### config.mk
export PLATFORM = sky130hd
export DESIGN_NAME = uptc_xlat_cache
export DESIGN_NICKNAME = d
export VERILOG_FILES = /design/src/rtl/tc_pkg.sv /design/src/rtl/tc_match.sv /design/src/rtl/tc_select.sv /design/src/rtl/tc_alloc.sv /design/src/rtl/uptc_xlat_cache.sv
export SDC_FILE = /design/constraint.sdc
export NUM_CORES = 2
export LEC_CHECK = 0
export ABC_AREA = 1
export BUFFER_PORTS_ARGS = -buffer_cell sky130_fd_sc_hd__buf_2
export CAP_MARGIN = 20
export CELL_PAD_IN_SITES_DETAIL_PLACEMENT = 1
export CELL_PAD_IN_SITES_GLOBAL_PLACEMENT = 2
export CORE_ASPECT_RATIO = 0.7
export CORE_UTILIZATION = 36
export CTS_CLUSTER_SIZE = 8
export DETAILED_ROUTE_END_ITERATION = 8
export PLACE_DENSITY = 0.9
export SLEW_MARGIN = 0
export SYNTH_ARGS = -nofsm -noshare
export SYNTH_HDL_FRONTEND = slang
export SYNTH_SLANG_ARGS = --single-unit
### constraint.sdc
create_clock -name clk -period 11.9 [get_ports clk]
set_input_delay 2.38 -clock clk [delete_from_list [all_inputs] [get_ports clk]]
set_output_delay 2.38 -clock clk [all_outputs]
set_load 0.01 [all_outputs]
### src/rtl/tc_pkg.sv
package tc_pkg;

    typedef enum logic [1:0] {
        LVL_NONE = 2'd0,
        LVL_TOP  = 2'd1,
        LVL_MID  = 2'd2,
        LVL_LOW  = 2'd3
    } tc_level_e;

    typedef enum logic [2:0] {
        ACT_IDLE,
        ACT_FLUSH,
        ACT_UPDATE,
        ACT_FREE,
        ACT_EVICT
    } tc_act_e;

    // Compare mask for a prefix of three index fields, aligned at bit 0.
    // Depth d enables the d highest fields. Index width at most 21.
    function automatic logic [63:0] level_mask(input int idx_w, input logic [1:0] lvl);
        logic [63:0] m;
        m = '0;
        for (int k = 0; k < 3; k++) begin
            for (int b = 0; b < 21; b++) begin
                if (b < idx_w && k < int'(lvl)) begin
                    m[6'((2 - k) * idx_w + b)] = 1'b1;
                end
            end
        end
        return m;
    endfunction

endpackage

### src/rtl/tc_match.sv
module tc_match
    import tc_pkg::*;
#(
    parameter int N     = 8,
    parameter int IDX_W = 9,
    parameter bit EXACT = 1'b0
) (
    input  logic [3*IDX_W-1:0]         key,
    input  logic [1:0]                 key_lvl,
    input  logic [N-1:0]               ent_valid,
    input  logic [N-1:0][1:0]          ent_lvl,
    input  logic [N-1:0][3*IDX_W-1:0]  ent_tag,
    output logic [N-1:0]               hit
);
    localparam int PFX_W = 3 * IDX_W;

    for (genvar i = 0; i < N; i++) begin : g_ent
        logic [PFX_W-1:0] m;
        logic             tag_eq;
        assign m      = PFX_W'(level_mask(IDX_W, ent_lvl[i]));
        assign tag_eq = ((key & m) == ent_tag[i]);
        if (EXACT) begin : g_exact
            // Same depth and same covered prefix: used to find a fill duplicate
            assign hit[i] = ent_valid[i] && (ent_lvl[i] == key_lvl) && tag_eq;
        end else begin : g_prefix
            // Any slot no deeper than key_lvl whose covered prefix agrees
            assign hit[i] = ent_valid[i] && (ent_lvl[i] != 2'd0)
                            && (ent_lvl[i] <= key_lvl) && tag_eq;
        end
    end

endmodule

### src/rtl/tc_select.sv
module tc_select #(
    parameter int N     = 8,
    parameter int PTR_W = 40
) (
    input  logic [N-1:0]             hit,
    input  logic [N-1:0][1:0]        ent_lvl,
    input  logic [N-1:0][PTR_W-1:0]  ent_ptr,
    output logic                     best_hit,
    output logic [1:0]               best_lvl,
    output logic [PTR_W-1:0]         best_ptr
);
    always_comb begin
        best_lvl = 2'd0;
        best_ptr = '0;
        for (int i = 0; i < N; i++) begin
            if (hit[i] && ent_lvl[i] > best_lvl) begin
                best_lvl = ent_lvl[i];
                best_ptr = ent_ptr[i];
            end
        end
        best_hit = (best_lvl != 2'd0);
    end

endmodule

### src/rtl/tc_alloc.sv
module tc_alloc #(
    parameter int N     = 8,
    parameter int WAY_W = 3
) (
    input  logic [N-1:0]     ent_valid,
    input  logic [N-1:0]     dup,
    output logic             has_dup,
    output logic [WAY_W-1:0] dup_way,
    output logic             has_free,
    output logic [WAY_W-1:0] free_way
);
    always_comb begin
        has_dup  = 1'b0;
        dup_way  = '0;
        has_free = 1'b0;
        free_way = '0;
        // Scan downward so the lowest index is the one left standing
        for (int i = N - 1; i >= 0; i--) begin
            if (dup[i]) begin
                has_dup = 1'b1;
                dup_way = WAY_W'(i);
            end
            if (!ent_valid[i]) begin
                has_free = 1'b1;
                free_way = WAY_W'(i);
            end
        end
    end

endmodule

### src/rtl/uptc_xlat_cache.sv
module uptc_xlat_cache
    import tc_pkg::*;
#(
    parameter int N     = 8,
    parameter int IDX_W = 9,
    parameter int OFF_W = 12,
    parameter int PTR_W = 40,
    localparam int VA_W  = OFF_W + 4 * IDX_W,
    localparam int WAY_W = (N > 1) ? $clog2(N) : 1
) (
    input  logic              clk,
    input  logic              rst_n,
    input  logic              lk_req,
    input  logic [VA_W-1:0]   lk_va,
    output logic              rsp_valid,
    output logic              rsp_hit,
    output logic [1:0]        rsp_level,
    output logic [PTR_W-1:0]  rsp_ptr,
    input  logic              fill_req,
    input  logic [VA_W-1:0]   fill_va,
    input  logic [1:0]        fill_level,
    input  logic [PTR_W-1:0]  fill_ptr,
    input  logic [WAY_W-1:0]  repl_way,
    input  logic              flush
);
    localparam int PFX_W   = 3 * IDX_W;
    localparam int PFX_LSB = OFF_W + IDX_W;

    // Slot storage
    logic [N-1:0]              ent_valid;
    logic [N-1:0][1:0]         ent_lvl;
    logic [N-1:0][PFX_W-1:0]   ent_tag;
    logic [N-1:0][PTR_W-1:0]   ent_ptr;

    // Prefixes; the leaf index and page offset never enter a compare
    logic [PFX_W-1:0] lk_pfx;
    logic [PFX_W-1:0] fill_pfx;
    logic [PFX_W-1:0] fill_tag_m;
    logic             unused_low;

    assign lk_pfx     = lk_va[PFX_LSB +: PFX_W];
    assign fill_pfx   = fill_va[PFX_LSB +: PFX_W];
    assign fill_tag_m = fill_pfx & PFX_W'(level_mask(IDX_W, fill_level));
    assign unused_low = ^{lk_va[PFX_LSB-1:0], fill_va[PFX_LSB-1:0]};

    // Lookup path
    logic [N-1:0]     lk_hit;
    logic             sel_hit;
    logic [1:0]       sel_lvl;
    logic [PTR_W-1:0] sel_ptr;

    tc_match #(.N(N), .IDX_W(IDX_W), .EXACT(1'b0)) u_lk_match (
        .key       (lk_pfx),
        .key_lvl   (LVL_LOW),
        .ent_valid (ent_valid),
        .ent_lvl   (ent_lvl),
        .ent_tag   (ent_tag),
        .hit       (lk_hit)
    );

    tc_select #(.N(N), .PTR_W(PTR_W)) u_select (
        .hit      (lk_hit),
        .ent_lvl  (ent_lvl),
        .ent_ptr  (ent_ptr),
        .best_hit (sel_hit),
        .best_lvl (sel_lvl),
        .best_ptr (sel_ptr)
    );

    // Fill path
    logic [N-1:0]     fill_dup;
    logic             has_dup;
    logic             has_free;
    logic [WAY_W-1:0] dup_way;
    logic [WAY_W-1:0] free_way;

    tc_match #(.N(N), .IDX_W(IDX_W), .EXACT(1'b1)) u_fill_match (
        .key       (fill_tag_m),
        .key_lvl   (fill_level),
        .ent_valid (ent_valid),
        .ent_lvl   (ent_lvl),
        .ent_tag   (ent_tag),
        .hit       (fill_dup)
    );

    tc_alloc #(.N(N), .WAY_W(WAY_W)) u_alloc (
        .ent_valid (ent_valid),
        .dup       (fill_dup),
        .has_dup   (has_dup),
        .dup_way   (dup_way),
        .has_free  (has_free),
        .free_way  (free_way)
    );

    // Write action selection
    tc_act_e          act;
    logic [WAY_W-1:0] tgt;

    always_comb begin
        act = ACT_IDLE;
        tgt = '0;
        if (flush) begin
            act = ACT_FLUSH;
        end else if (fill_req && fill_level != LVL_NONE) begin
            if (has_dup) begin
                act = ACT_UPDATE;
                tgt = dup_way;
            end else if (has_free) begin
                act = ACT_FREE;
                tgt = free_way;
            end else begin
                act = ACT_EVICT;
                tgt = repl_way;
            end
        end
    end

    // Storage update
    always_ff @(posedge clk or negedge rst_n) begin
        if (!rst_n) begin
            ent_valid <= '0;
            ent_lvl   <= '0;
            ent_tag   <= '0;
            ent_ptr   <= '0;
        end else begin
            unique case (act)
                ACT_FLUSH: begin
                    ent_valid <= '0;
                end
                ACT_UPDATE: begin
                    ent_ptr[tgt] <= fill_ptr;
                end
                ACT_FREE, ACT_EVICT: begin
                    ent_valid[tgt] <= 1'b1;
                    ent_lvl[tgt]   <= fill_level;
                    ent_tag[tgt]   <= fill_tag_m;
                    ent_ptr[tgt]   <= fill_ptr;
                end
                default: begin
                end
            endcase
        end
    end

    // Response register
    always_ff @(posedge clk or negedge rst_n) begin
        if (!rst_n) begin
            rsp_valid <= 1'b0;
            rsp_hit   <= 1'b0;
            rsp_level <= 2'd0;
            rsp_ptr   <= '0;
        end else begin
            rsp_valid <= lk_req;
            if (lk_req) begin
                rsp_hit   <= sel_hit;
                rsp_level <= sel_lvl;
                rsp_ptr   <= sel_ptr;
            end else begin
                rsp_hit   <= 1'b0;
                rsp_level <= 2'd0;
                rsp_ptr   <= '0;
            end
        end
    end

endmodule

==> results.json <==
{
  "io_pins": 190,
  "endpoint_kind": "flip-flop",
  "synth-compound-area-share": 0.122,
  "path_max_fanout": 5,
  "synth_area_leaders": "dfrtp_1 (43%), nand2_1 (16%), o21ai_0 (6.1%)",
  "grt_pass1_vias": 35300,
  "grt-ovfl-total": 0,
  "rows": 95,
  "hold_path_class": "flip-flop to flip-flop",
  "drt_iter0_drc": 3723,
  "syn_to_final_growth_pct": 13.0,
  "cts.sinks": 604,
  "cts_buffers": 85,
  "avgSynthCellArea_sq_um": 7.43,
  "synthAdderAreaFrac": 0.00323,
  "yosys.area.top_type": "dfrtp_1",
  "synth.top_cell.area_share": 0.433,
  "die_area_sq_um": 98200,
  "grt_first_pass_wirelength_mm": 232,
  "p_sw_mw": 1.54,
  "grt_max_degree": 169,
  "switching_share": 0.297,
  "clock_latency_ns": 0.66,
  "final_nets": 4904,
  "htree_levels": 3,
  "synth_cells": 4699,
  "die_x_um": 374,
  "cp_num_buf_inv": 16,
  "syn_area_sq_um": 34900,
  "worst_ir_drop_vdd_mv": 0.0950,
  "layout_commonest_cell": "nand2_1",
  "worstPathRequired_ns": 12.43,
  "synth_xor_xnor_area_share": 0.0557,
  "ys_seq_area_frac": 0.433,
  "synth_cell_type_count": 58,
  "fin_setup_tns_ns": 0,
  "p_leak_nw": 19.8,
  "cts_buffer_depth": 3,
  "synth-warning-count": 0,
  "drtPass1Iterations": 9,
  "hold_slack_ns": 0.472,
  "synth_mux_area_frac": 0,
  "hpwlAfterDp_mm": 102,
  "gp_congestion": 0.993,
  "ant_nets": 0,
  "path_clk_slew_ns": 0.05,
  "grt.total_usage": 0.313,
  "p_int_mw": 3.66,
  "synth_edf_count": 0,
  "drc": 0,
  "max_stage_delay_ns": 0.34,
  "antenna_found_initial": 10,
  "drive_gt1_frac": 0.106,
  "synthFlopType": "dfrtp_1",
  "cts_tree": "done",
  "core_area_sq_um": 96000,
  "wl_per_cell_um": 26.0,
  "p_clk_frac": 0.430,
  "mostFrequentLayoutCells": "nand2_1 (1,494), dfrtp_1 (604), o21ai_0 (423)",
  "final_hold_viol_count": 0,
  "synth-seq-cells": 604,
  "viasPerCell": 5.88,
  "critPathKind": "input port to flip-flop",
  "design_area_sq_um": 39400,
  "die_h_um": 262,
  "worstSetupStartpointType": "input port",
  "critPathTopFamily": "simple AND/OR/NAND/NOR gates",
  "clock_skew_ns": 0.0227,
  "slew_headroom": 0.286,
  "synthArstFlopShare": 1.00,
  "portBuffers": 147,
  "clock_tree.root_cell": "clkbuf_16",
  "placed_cell_area_sq_um": 36900,
  "finalSetupViolations": 0,
  "synth_fp_nets": 4854,
  "start_util": 0.363,
  "fin_crit_sh": 0.954,
  "slew_violations": 0,
  "path_common_cell": "nand2_1",
  "p_comb_frac": 0.127,
  "tightest_slew_ns": 1.07,
  "worstPathArrival_ns": 11.89,
  "finish.utilization": 0.411,
  "max_freq_ghz": 0.0880,
  "pwr_density_cell_nw_per_um2": 132,
  "wirelength_mm": 156,
  "min_period_ns": 11.36,
  "cpMaxStageDelayCell": "a2111oi_1",
  "synthSimpleGateAreaFrac": 0.315,
  "max-cap-violations": 0,
  "status": "completed",
  "num_vias": 35400,
  "synth_top_family_by_area": "simple AND/OR/NAND/NOR gates",
  "seq_power_share": 0.443
}
final cells by class:
class                           instances  area, sq um
Antenna cell                            3         7.51
Clock buffer                           91         2190
Clock inverter                          5          101
Fill cell                           11800        56600
Inverter                              257          986
Multi-Input combinational cell       3514        17500
Sequential cell                       604        15100
Tap cell                             1261         1580
Timing Repair Buffer                  287         1980
cells by family after synthesis:
family | Yosys count
AO/OA/AOI/OAI | 766
XOR/XNOR | 222
adder cells (fa/ha/maj) | 9
buffers and inverters | 581
flip-flops | 604
AND/OR/NAND/NOR | 2517
state kept, by name (all words and copies together), names as in the netlist:
signal	flops
ent_lvl	16
ent_ptr	320
ent_tag	216
ent_valid	8
rsp_hit	1
rsp_level	2
rsp_ptr	40
rsp_valid	1
power groups by stage:
stage	combinational [mW]	sequential, mW	clock (mW)
2_1_floorplan	0.363	2.29	0
3_3_place_gp	0.619	2.32	0
3_5_place_dp	0.639	2.33	0
4_1_cts	0.642	2.30	2.27
5_1_grt	0.714	2.32	2.34
6_report	0.661	2.30	2.24
path summary, 6_finish.rpt:
check	from	endpoint	slack, ns	cells after the start
setup / recovery	lk_va[24]	rsp_hit	0.54	74
hold / removal	ent_ptr[10]	ent_ptr[10]	0.47	2
setup reg to reg	ent_lvl[1]	rsp_hit	1.05	73
hold reg to reg	ent_ptr[10]	ent_ptr[10]	0.47	2
max in group asynchronous	rst_n	ent_ptr[219]	7.95	3
min in group asynchronous	rst_n	ent_tag[176]	1.74	1
per-layer routing:
metal | GRT usage | share of wire
met3 | 0.0780 | 0.11
met2 | 0.447 | 0.42
met5 | 0 | 0.00020
met1 | 0.460 | 0.45
met4 | 0.100 | 0.030
Yosys cell counts (3+ instances only):
cell type,count
a2111oi_0,3
a211oi_1,8
a21boi_0,7
a21oi_1,124
a221oi_1,5
buf_1,13
buf_2,119
buf_4,34
buf_6,4
clkbuf_1,151
clkbuf_2,3
clkinv_1,11
dfrtp_1,604
ha_1,9
inv_1,226
inv_2,20
nand2_1,1501
nand2_2,19
nand3_1,283
nand3b_1,19
nand4_1,265
nor2_1,281
nor2_2,14
nor2_4,11
nor3_1,70
nor4_1,19
o2111a_1,3
o2111ai_1,4
o211ai_1,71
o21ai_0,428
o21ai_1,64
o21bai_1,6
o221ai_1,5
o22ai_1,8
o31ai_1,19
or2_2,21
xnor2_1,78
xor2_1,144
worst min-delay path, cell delays in order (launching register included):
cell,delay [ns]
dfrtp_1,0.34
nand2_1,0.05
nand2_1,0.05
metrics by stage:
step           instances  worst slack [ns]  power, mW
3_3_place_gp        5914            -0.114       2.94
3_5_place_dp        5915            -0.571       2.97
4_1_cts             6011            0.0471       5.21
5_1_grt             6021           -0.0806       5.37
6_report            6022             0.542       5.20
2_1_floorplan       4699             0.555       2.65
what timing repair did:
item / CTS / global route
gates resized for setup: 0 / 33
hold buffers: 0 / 0
setup endpoints to repair: 0 / 43
buffers inserted: 0 / 4
Note: power is estimated with default switching activity, not from simulation.
